`src/rtl/tt_logic_pkg.sv`:
```
package tt_logic_pkg;

    typedef logic [3:0] func_code_t;

    // Truth-table codes, bit index = {a, b}
    localparam func_code_t FN_ZERO = 4'b0000;
    localparam func_code_t FN_AND  = 4'b1000;
    localparam func_code_t FN_OR   = 4'b1110;
    localparam func_code_t FN_XOR  = 4'b0110;
    localparam func_code_t FN_XNOR = 4'b1001;
    localparam func_code_t FN_NAND = 4'b0111;
    localparam func_code_t FN_NOR  = 4'b0001;
    localparam func_code_t FN_PA   = 4'b1100;
    localparam func_code_t FN_NA   = 4'b0011;
    localparam func_code_t FN_PB   = 4'b1010;
    localparam func_code_t FN_NB   = 4'b0101;
    localparam func_code_t FN_ONE  = 4'b1111;

endpackage

```
`src/rtl/tt_mux4.sv`:
```
module tt_mux4 (
    input  logic [3:0] data,
    input  logic       sel_hi,
    input  logic       sel_lo,
    output logic       y
);
    logic lo_pair;
    logic hi_pair;

    always_comb begin
        lo_pair = sel_lo ? data[1] : data[0];
        hi_pair = sel_lo ? data[3] : data[2];
        y       = sel_hi ? hi_pair : lo_pair;
    end
endmodule

```
`src/rtl/tt_bit_array.sv`:
```
module tt_bit_array #(
    parameter int WIDTH = 16
) (
    input  tt_logic_pkg::func_code_t func,
    input  logic [WIDTH-1:0]         op_a,
    input  logic [WIDTH-1:0]         op_b,
    output logic [WIDTH-1:0]         res
);
    for (genvar i = 0; i < WIDTH; i++) begin : g_bit
        tt_mux4 i_mux (
            .data   (func),
            .sel_hi (op_a[i]),
            .sel_lo (op_b[i]),
            .y      (res[i])
        );
    end
endmodule

```
`src/rtl/tt_out_stage.sv`:
```
module tt_out_stage #(
    parameter int WIDTH   = 16,
    parameter bit REG_OUT = 1'b1
) (
    input  logic             clk,
    input  logic             rst,
    input  logic             in_valid,
    input  logic [WIDTH-1:0] res_in,
    output logic             out_valid,
    output logic [WIDTH-1:0] res_out
);
    if (REG_OUT) begin : g_reg
        typedef struct packed {
            logic             vld;
            logic [WIDTH-1:0] res;
        } stage_t;

        stage_t st_d;
        stage_t st_q;

        always_comb begin
            st_d     = st_q;
            st_d.vld = in_valid;
            if (in_valid) begin
                st_d.res = res_in;
            end
            if (rst) begin
                st_d = '0;
            end
        end

        always_ff @(posedge clk) begin
            st_q <= st_d;
        end

        assign out_valid = st_q.vld;
        assign res_out   = st_q.res;
    end else begin : g_comb
        logic unused_clkrst;
        assign unused_clkrst = clk ^ rst;
        assign out_valid     = in_valid;
        assign res_out       = res_in;
    end
endmodule

```
`src/rtl/tt_logic_unit.sv`:
```
module tt_logic_unit #(
    parameter int WIDTH   = 16,
    parameter bit REG_OUT = 1'b1
) (
    input  logic             clk,
    input  logic             rst,
    input  logic             in_valid,
    input  logic [WIDTH-1:0] op_a,
    input  logic [WIDTH-1:0] op_b,
    input  logic [3:0]       func,
    output logic             out_valid,
    output logic [WIDTH-1:0] result
);
    logic [WIDTH-1:0] mux_res;

    tt_bit_array #(.WIDTH(WIDTH)) i_array (
        .func (func),
        .op_a (op_a),
        .op_b (op_b),
        .res  (mux_res)
    );

    tt_out_stage #(.WIDTH(WIDTH), .REG_OUT(REG_OUT)) i_stage (
        .clk       (clk),
        .rst       (rst),
        .in_valid  (in_valid),
        .res_in    (mux_res),
        .out_valid (out_valid),
        .res_out   (result)
    );
endmodule

```
`config.mk`:
```
export PLATFORM = sky130hd
export DESIGN_NAME = tt_logic_unit
export DESIGN_NICKNAME = d
export VERILOG_FILES = /design/src/rtl/tt_logic_pkg.sv /design/src/rtl/tt_mux4.sv /design/src/rtl/tt_bit_array.sv /design/src/rtl/tt_out_stage.sv /design/src/rtl/tt_logic_unit.sv
export SDC_FILE = /design/constraint.sdc
export NUM_CORES = 1
export LEC_CHECK = 0
export ABC_AREA = 1
export CORE_AREA = 2 2 83 85
export DETAILED_ROUTE_END_ITERATION = 8
export DIE_AREA = 0 0 85 87
export GPL_TIMING_DRIVEN = 0
export MAX_ROUTING_LAYER = met4
export PLACE_DENSITY_LB_ADDON = 0.1
export REMOVE_ABC_BUFFERS = 1
export SKIP_CTS_REPAIR_TIMING = 1
export SYNTH_ARGS = -nofsm -noshare
export SYNTH_HDL_FRONTEND = slang
export SYNTH_HIERARCHICAL = 1
export SYNTH_SLANG_ARGS = --single-unit
```
`constraint.sdc`:
```
create_clock -name clk -period 0.8 [get_ports clk]
set_input_delay 0.08 -clock clk [delete_from_list [all_inputs] [get_ports clk]]
set_output_delay 0.08 -clock clk [all_outputs]
set_load 0.01 [all_outputs]
```
# Yosys cells after proc, flatten, opt, wreduce, memory -nomap -nowiden
# Index checks and enable logic that the tools add are counted.
# W data, S select, Z words.
# word_totals
regBits	17
latch_bits	0
mem_bits_rw	0
mem_bits_ro	0
out_inout_bits	17
elab_cells	50
memories	0
# op_classes
n_addsub	0
multipliers	0
div_mod_pow	0
n_lt_le_gt_ge	0
eq_ne	0
shift	0
n_mux	48
bitwise	0
n_reduce_logical	0
# ops
operator	n
$mux W1	48

# Depth between registers and ports, before layout
# Gate-level depths: netlist of run 1.
# depth
ltp_word	2
mapped_depth	8
mapped_depth_nobuf	8

# By module
# The synthesis of run 1 kept the hierarchy.
# modules_own_cells
mod	instances	cells_per_inst	area_each_um2
tt_mux4	16	13	51.3
tt_out_stage	1	105	767.0

# Worst setup path before layout of run 1
# No wires, ideal clock.
# synth_path
path_type	input to register
start	input in_valid
end	register i_stage.g_reg.st_q, in the netlist i_stage/res_out[10]
setup_ns	0.114
t_arrival_ns	0.479
required_time_ns	0.686
setup_slack_ns	0.207
cell_stages	4
cell_sequence	buf_6 -> buf_6 -> nor2_1 -> nor2_2
# synth_rtl
item	line	source
from (decl)	tt_logic_unit.sv:7	input logic in_valid,
to (signal assigned)	tt_out_stage.sv:33	st_q <= st_d;
to (decl)	tt_out_stage.sv:19	stage_t st_q;

# Worst setup path in the final report of run 1
# layout_path
start	register i_stage.g_reg.st_q, in the netlist i_stage/res_out[13]
end	output result[13]
# layout_rtl
item	line	source
to (decl)	tt_logic_unit.sv:12	output logic [WIDTH-1:0] result
# No word-level cell between the ends.

==> results.json, run 1 <==
{
  "drv_slew": 0,
  "critPathKind": "reg -> out",
  "clk_pin_slew_ns": 0.06,
  "busiest_layer": "met2",
  "synth_seq_cells": 17,
  "crit_required_ns": 0.72,
  "peakVddDrop_v": 0.0007510,
  "hold_class": "in -> reg",
  "grt_overflow_total": 0,
  "grtUsageMet3": 0.02559,
  "placed_area_mm2": 0.002173,
  "totalWireLength_um": 3968,
  "hold_viol": 0,
  "p_leak_nw": 1.738,
  "insertion_delay_ns": 0.25,
  "yosysWarnings": 6,
  "synthCells": 313,
  "antenna_found_initial": 0,
  "sequentialPowerShare": 0.387,
  "setup_viol": 0,
  "drt_iter0_drc": 38,
  "grt_pass1_vias": 1639,
  "layout_commonest_cell": "inv_1",
  "die_h_um": 87,
  "crit_fanout": 2,
  "cts.htree.levels": 1,
  "cp_slowest_cell": "dfxtp_1",
  "synth.area.mux_share": 0,
  "hold-worst-slack_ns": 0.2949,
  "grt_pass1_wl_um": 6741,
  "avgRoutedWirePerCell_um": 8.877,
  "root_buffer": "clkbuf_8",
  "die_w_um": 85,
  "num_rows": 30,
  "postRouteAntennaNets": 0,
  "post-place-ws_ns": -1.093,
  "combPwrFrac": 0.364,
  "cts_buffers": 3,
  "syn-cell-area_mm2": 0.001588,
  "maxCapViolCount": 0,
  "dp_hpwl_um": 2949,
  "synth_compound_area_frac": 0,
  "use_met2": 0.2166,
  "pin_count": 56,
  "internal_power_mw": 1.711,
  "crit_arrival_ns": 0.69,
  "grt.total_usage": 0.1156,
  "syn2layout_area_growth_pct": 47.44,
  "max_stage_delay_ns": 0.32,
  "cts_max_path_buffers": 2,
  "synthSimpleGateAreaFrac": 0.4752,
  "antennaDiodeCount": 0,
  "numPortBuffers": 55,
  "design.core.area_mm2": 0.006569,
  "p_sw_frac": 0.3147,
  "gp_congestion": 0.8180,
  "startpoint_type": "flop",
  "mostFrequentLayoutCells": "inv_1 (108), nand2_1 (92), nand3_1 (32), dlymetal6s2s_1 (32), nor2_1 (23)",
  "maxSlewHeadroom": 0.7273,
  "via_per_inst": 3.855,
  "start_util": 0.2417,
  "power.switching_mw": 0.7859,
  "numClockSinks": 17,
  "status": "completed",
  "ys_types": 12,
  "timing.fmax_mhz": 1303,
  "synth_top_family_by_area": "simple AND/OR/NAND/NOR gates",
  "grt_max_degree": 34,
  "via_count": 1723,
  "synthXorXnorAreaFrac": 0,
  "clkPwrFrac": 0.249,
  "fillers": 767,
  "fin_skew_ns": 0,
  "fin_crit_sh": 0.9595,
  "dr.pass1.iters": 4,
  "min_period_ns": 0.7676,
  "seq_area_frac_synth": 0.2143,
  "fin_ws_ns": 0.03242,
  "fp.dieArea_mm2": 0.007395,
  "cts_tree": "built",
  "drive_above_1_share": 0.2071,
  "synth_fa_ha_area_frac": 0,
  "fin_nets": 407,
  "tightestPinTransition_ns": 0.4091,
  "cp_cell_sequence": "buf_2",
  "syn_avg_cell_area_um2": 5.073,
  "crit_buf_inv": 1,
  "met1_usage": 0.1311,
  "cpLargestDelayFamily": "flip-flops",
  "endpoint_kind": "output pin",
  "route.detailed.drc": 0,
  "power_density_mw_per_mm2": 1067,
  "rsz0062_at_grt": "yes",
  "final_area_mm2": 0.002341
}
-- cell type report --
| class | instances | area, um^2 | share of cell area |
|---|---|---|---|
| multi-input combinational | 177 | 779.5 | 0.3330 |
| timing repair buffer | 55 | 624.3 | 0.2667 |
| inverter | 114 | 432.9 | 0.1849 |
| sequential | 17 | 359.1 | 0.1534 |
| tap | 80 | 100.1 | 0.04276 |
| clock buffer | 4 | 45.04 | 0.01924 |
-- power by group through the flow --
stage                     Sequential (mW)  Combinational, mW  Clock [mW]
final                               0.967              0.908       0.622
after global routing                0.975               1.04       0.729
after CTS                           0.945              0.945       0.670
after detailed placement            0.964              0.938           0
after global placement              0.964              0.938           0
after floorplan                     0.993              0.410           0
-- layer usage --
layer	vias up	routed length, um	part of all wire
li1	963	-	-
met1	723	1893	0.48
met2	37	1887	0.48
met3	0	188	0.047
met4	0	0	0
met5	-	0	0
-- cell families (layout without fill, tap and decap cells) --
group	Yosys count	count (layout)
and+or+nand+nor	177	177
DFF	17	17
buffers and inverters	119	173
-- registers in the layout, indices dropped and copies added (netlist names) --
register,cells
i_stage/out_valid,1
i_stage/res_out,16
-- metrics by stage --
stage	instances	TNS, ns	total power [mW]	utilization
floorplan	308	0	1.402	-
global placement	443	-20.13	1.902	0.3309
detailed placement	443	-19.95	1.902	0.3309
CTS	447	-20.60	2.559	0.3377
global route	447	-0.05745	2.743	0.3564
finish	447	0	2.497	0.3564
-- worst paths after layout --
check                      startpoint             endpoint  slack (ns)  depth (start not counted)
setup reg to reg   i_stage/res_out[1]   i_stage/res_out[1]        0.20                          2
setup / recovery  i_stage/res_out[13]           result[13]        0.03                          1
hold / removal               op_a[13]  i_stage/res_out[13]        0.29                          7
hold reg to reg   i_stage/res_out[13]  i_stage/res_out[13]        0.48                          2
-- cells in the mapped netlist, drive strengths merged --
library cell	instances	share of area
inv	114	0.27
nand2	112	0.28
nor2	33	0.094
nand3	32	0.10
dfxtp	17	0.21
buf	5	0.041
Power figures use the tool's default switching activity.
==> run 2: changes to the inputs <==
--- a/config.mk
+++ b/config.mk
@@ -6,9 +6,9 @@
 export NUM_CORES = 1
 export LEC_CHECK = 0
 export ABC_AREA = 1
-export CORE_AREA = 2 2 83 85
+export CORE_AREA = 2 2 68 70
 export DETAILED_ROUTE_END_ITERATION = 8
-export DIE_AREA = 0 0 85 87
+export DIE_AREA = 0 0 70 72
 export GPL_TIMING_DRIVEN = 0
 export MAX_ROUTING_LAYER = met4
 export PLACE_DENSITY_LB_ADDON = 0.1
==> results.json, run 2 (synthesis gave the netlist of run 1 again) <==
{
  "status": "completed",
  "start_util": 0.3724,
  "critPathKind": "reg -> out",
  "via_per_inst": 4.126,
  "fin_ws_ns": 0.01984,
  "wl_met3_um": 198,
  "final_cells": 419,
  "fin_nets": 407,
  "wl_met1_um": 1681,
  "route.detailed.drc": 0,
  "top_layer_used": "met4",
  "antennaDiodeCount": 0,
  "hold_viol": 0,
  "die_w_um": 70,
  "num_rows": 24,
  "cts_tree": "built",
  "rsz0062_at_grt": "yes",
  "wl_met2_um": 1870,
  "cpLargestDelayFamily": "flip-flops",
  "drt_iter0_drc": 69,
  "crit_required_ns": 0.72,
  "numClockSinks": 17,
  "layout_commonest_cell": "inv_1",
  "clk_pin_slew_ns": 0.07,
  "syn2layout_area_growth_pct": 43.81,
  "hold_class": "in -> reg",
  "die_h_um": 72,
  "min_period_ns": 0.7802,
  "power_density_mw_per_mm2": 1096,
  "max_stage_delay_ns": 0.35,
  "drv_slew": 0,
  "crit_fanout": 2,
  "largest_register_ffs": 16,
  "grt_pass1_vias": 1550,
  "dr.pass1.iters": 4,
  "maxCapViolCount": 0,
  "endpoint_kind": "output pin",
  "final_area_mm2": 0.002283,
  "totalWireLength_um": 3768,
  "grt_pass1_wl_um": 6292,
  "cp_cell_sequence": "buf_6",
  "cts.htree.levels": 1,
  "maxSlewHeadroom": 0.5728,
  "dp_hpwl_um": 2696,
  "grt_overflow_total": 0,
  "placed_area_mm2": 0.002138,
  "cts_buffers": 3,
  "p_leak_nw": 1.736,
  "post-place-ws_ns": -1.035,
  "insertion_delay_ns": 0.25,
  "setup_viol": 0,
  "mostFrequentLayoutCells": "inv_1 (109), nand2_1 (93), nand3_1 (32), dlymetal6s2s_1 (32), nor2_1 (23)",
  "postRouteAntennaNets": 0,
  "total_power_mw": 2.503,
  "fin_setup_tns_ns": 0,
  "grt.total_usage": 0.1567,
  "peakVddDrop_v": 0.0006373,
  "fp.dieArea_mm2": 0.005040,
  "root_buffer": "clkbuf_8",
  "fin_crit_sh": 0.9752,
  "grt_max_degree": 34,
  "hold-worst-slack_ns": 0.2846,
  "via_count": 1729,
  "startpoint_type": "flop",
  "cts_max_path_buffers": 2,
  "numPortBuffers": 55,
  "avgRoutedWirePerCell_um": 8.993,
  "pin_count": 56,
  "tightestPinTransition_ns": 0.6409,
  "timing.fmax_mhz": 1282,
  "finish.utilization": 0.5355,
  "cp_slowest_cell": "dfxtp_2",
  "gp_congestion": 0.8457,
  "antenna_found_initial": 0,
  "drive_above_1_share": 0.2044,
  "fillers": 466,
  "design.core.area_mm2": 0.004264,
  "crit_buf_inv": 1,
  "crit_arrival_ns": 0.70,
  "fin_skew_ns": 0,
  "post-place-cells": 415
}
[run 2: cell counts in the layout (fill, tap and decap cells not counted)]
No cell type changed its count.
[run 2: final cells by class]
type	instances	area, um^2	area share
clock buffers	4	45.04	0.01973
flip-flops and latches	17	360.3	0.1578
repair buffers	55	605.6	0.2652
well taps	52	65.06	0.02849
multi-input cells	177	777.0	0.3403
inverters	114	430.4	0.1885
[run 2: final timing paths]
check	from	endpoint	slack (ns)	cells past startpoint
worst max-delay path	i_stage/res_out[6]	result[6]	0.02	1
worst min-delay path	op_a[0]	i_stage/res_out[0]	0.28	7
worst max register to register	i_stage/res_out[6]	i_stage/res_out[6]	0.20	2
worst min register to register	i_stage/res_out[0]	i_stage/res_out[0]	0.47	2
[run 2: layer usage]
metal / GRT usage / vias to the layer above
met1: 0.1790 / 727
met4: 0.02564 / 0
li1: - / 960
met3: 0.03194 / 2
met2: 0.2889 / 40
met5: - / -
[run 2: report_power, final]
group	leakage (nW)	switching [mW]	total (mW)	internal, mW
Clock	0.0228	0.295	0.649	0.353
Combinational	1.57	0.468	0.888	0.420
Sequential	0.146	0.0408	0.966	0.925
==> run 3: changes to the inputs <==
--- a/config.mk
+++ b/config.mk
@@ -6,6 +6,7 @@
 export NUM_CORES = 1
 export LEC_CHECK = 0
 export ABC_AREA = 1
+export CAP_MARGIN = 15
 export CORE_AREA = 2 2 68 70
 export DETAILED_ROUTE_END_ITERATION = 8
 export DIE_AREA = 0 0 70 72
==> results.json, run 3 (synthesis gave the netlist of run 1 again) <==
{
  "status": "completed",
  "layout_commonest_cell": "inv_1",
  "final_cells": 421,
  "design.core.area_mm2": 0.004264,
  "fin_setup_tns_ns": 0,
  "drv_slew": 0,
  "regToRegSetupSlack_ns": 0.10,
  "fp.dieArea_mm2": 0.005040,
  "route.detailed.drc": 0,
  "totalWireLength_um": 3743,
  "num_rows": 24,
  "min_period_ns": 0.7844,
  "fin_nets": 409,
  "crit_buf_inv": 1,
  "dr.pass1.iters": 4,
  "crit_fanout": 2,
  "die_w_um": 70,
  "numPortBuffers": 55,
  "worstReg2RegEnd": "i_stage/res_out[9]",
  "fillers": 475,
  "syn2layout_area_growth_pct": 44.68,
  "cp_slowest_cell": "dfxtp_2",
  "min-delay-start": "in_valid",
  "reg2reg_depth": 3,
  "holdPathEnd": "i_stage/out_valid",
  "drt_iter0_drc": 83,
  "endpoint_kind": "output pin",
  "mostFrequentLayoutCells": "inv_1 (109), nand2_1 (99), nand3_1 (32), dlymetal6s2s_1 (32), nor2_1 (23)",
  "crit_required_ns": 0.72,
  "startpoint_type": "flop",
  "cts_tree": "built",
  "hold_viol": 0,
  "final_area_mm2": 0.002297,
  "dp_hpwl_um": 2779,
  "cts_buffers": 3,
  "maxCapViolCount": 0,
  "clk_pin_slew_ns": 0.07,
  "grt_pass1_vias": 1589,
  "cpLargestDelayFamily": "flip-flops",
  "max_stage_delay_ns": 0.35,
  "postRouteAntennaNets": 0,
  "pin_count": 56,
  "p_leak_nw": 1.752,
  "rsz0062_at_grt": "yes",
  "grt_max_degree": 20,
  "crit_arrival_ns": 0.70,
  "maxSlewHeadroom": 0.7436,
  "antenna_found_initial": 0,
  "hold-worst-slack_ns": 0.2721,
  "gp_congestion": 0.8457,
  "fin_crit_sh": 0.9805,
  "min_path_cells": 3,
  "insertion_delay_ns": 0.25,
  "numClockSinks": 17,
  "start_util": 0.3724,
  "power_density_mw_per_mm2": 1091,
  "antennaDiodeCount": 0,
  "drive_above_1_share": 0.1924,
  "tightestPinTransition_ns": 0.3847,
  "root_buffer": "clkbuf_8",
  "timing.rr.start": "i_stage/res_out[9]",
  "fin_skew_ns": 0,
  "ff_latch_area_um2": 360.3,
  "largest_register_ffs": 16,
  "grt_pass1_wl_um": 6492,
  "hold_class": "in -> reg",
  "peakVddDrop_v": 0.0007406,
  "via_per_inst": 4.131,
  "multiInputGateArea_um2": 762.0,
  "cts.htree.levels": 1,
  "via_count": 1739,
  "post-place-cells": 416,
  "critPathKind": "reg -> out",
  "cts_max_path_buffers": 2,
  "placed_area_mm2": 0.002166,
  "total_power_mw": 2.506,
  "setup_viol": 0,
  "timing.fmax_mhz": 1275,
  "grt.total_usage": 0.1615,
  "avgRoutedWirePerCell_um": 8.891,
  "grt_overflow_total": 0,
  "cp_cell_sequence": "buf_6",
  "die_h_um": 72
}
==> run 3: cell count changes in the layout (fill, tap and decap cells not counted), sizes merged <==
cell and delta:
clkbuf +1, buf +1
==> run 3: area by class of cell <==
type                            count  area share
Clock buffer                        4     0.01961
Inverter                          114      0.1874
Multi-Input combinational cell    177      0.3317
Sequential cell                    17      0.1569
Tap cell                           52     0.02832
Timing Repair Buffer               57      0.2761
==> run 3: metal layers <==
metal	vias up	routed length (um)	GRT usage	part of all wire
met5	-	0	-	0
met4	0	41	0.02564	0.011
met3	6	212	0.03056	0.057
met2	46	1868	0.3037	0.50
met1	721	1622	0.1814	0.43
li1	966	-	-	-
==> run 3: how the worst max path moves through the flow <==
| stage | from | endpoint | slack (ns) | cells after the start |
|---|---|---|---|---|
| 2_1_floorplan | i_stage/res_out[10] | i_stage/res_out[10] | 0.22 | 2 |
| 3_3_place_gp | in_valid | i_stage/res_out[0] | -1.05 | 4 |
| 3_5_place_dp | func[2] | i_stage/res_out[4] | -0.80 | 9 |
| 4_1_cts | func[2] | i_stage/res_out[4] | -0.53 | 9 |
| 5_1_grt | i_stage/res_out[1] | result[1] | -0.01 | 1 |
| 6_report | i_stage/res_out[1] | result[1] | 0.02 | 1 |
==> run 3: through the flow <==
stage | setup WS, ns | util
finish | 0.01559 | 0.5387
global route | -0.01064 | 0.5387
CTS | -0.5317 | 0.5185
detailed placement | -0.8016 | 0.5079
global placement | -1.049 | 0.5015
floorplan | 0.2171 | -
==> run 3: where the power goes <==
part	leakage (nW)	internal (mW)	switching (mW)
sequential	0.146	0.925	0.0397
combinational	1.58	0.430	0.464
clock	0.0228	0.353	0.294
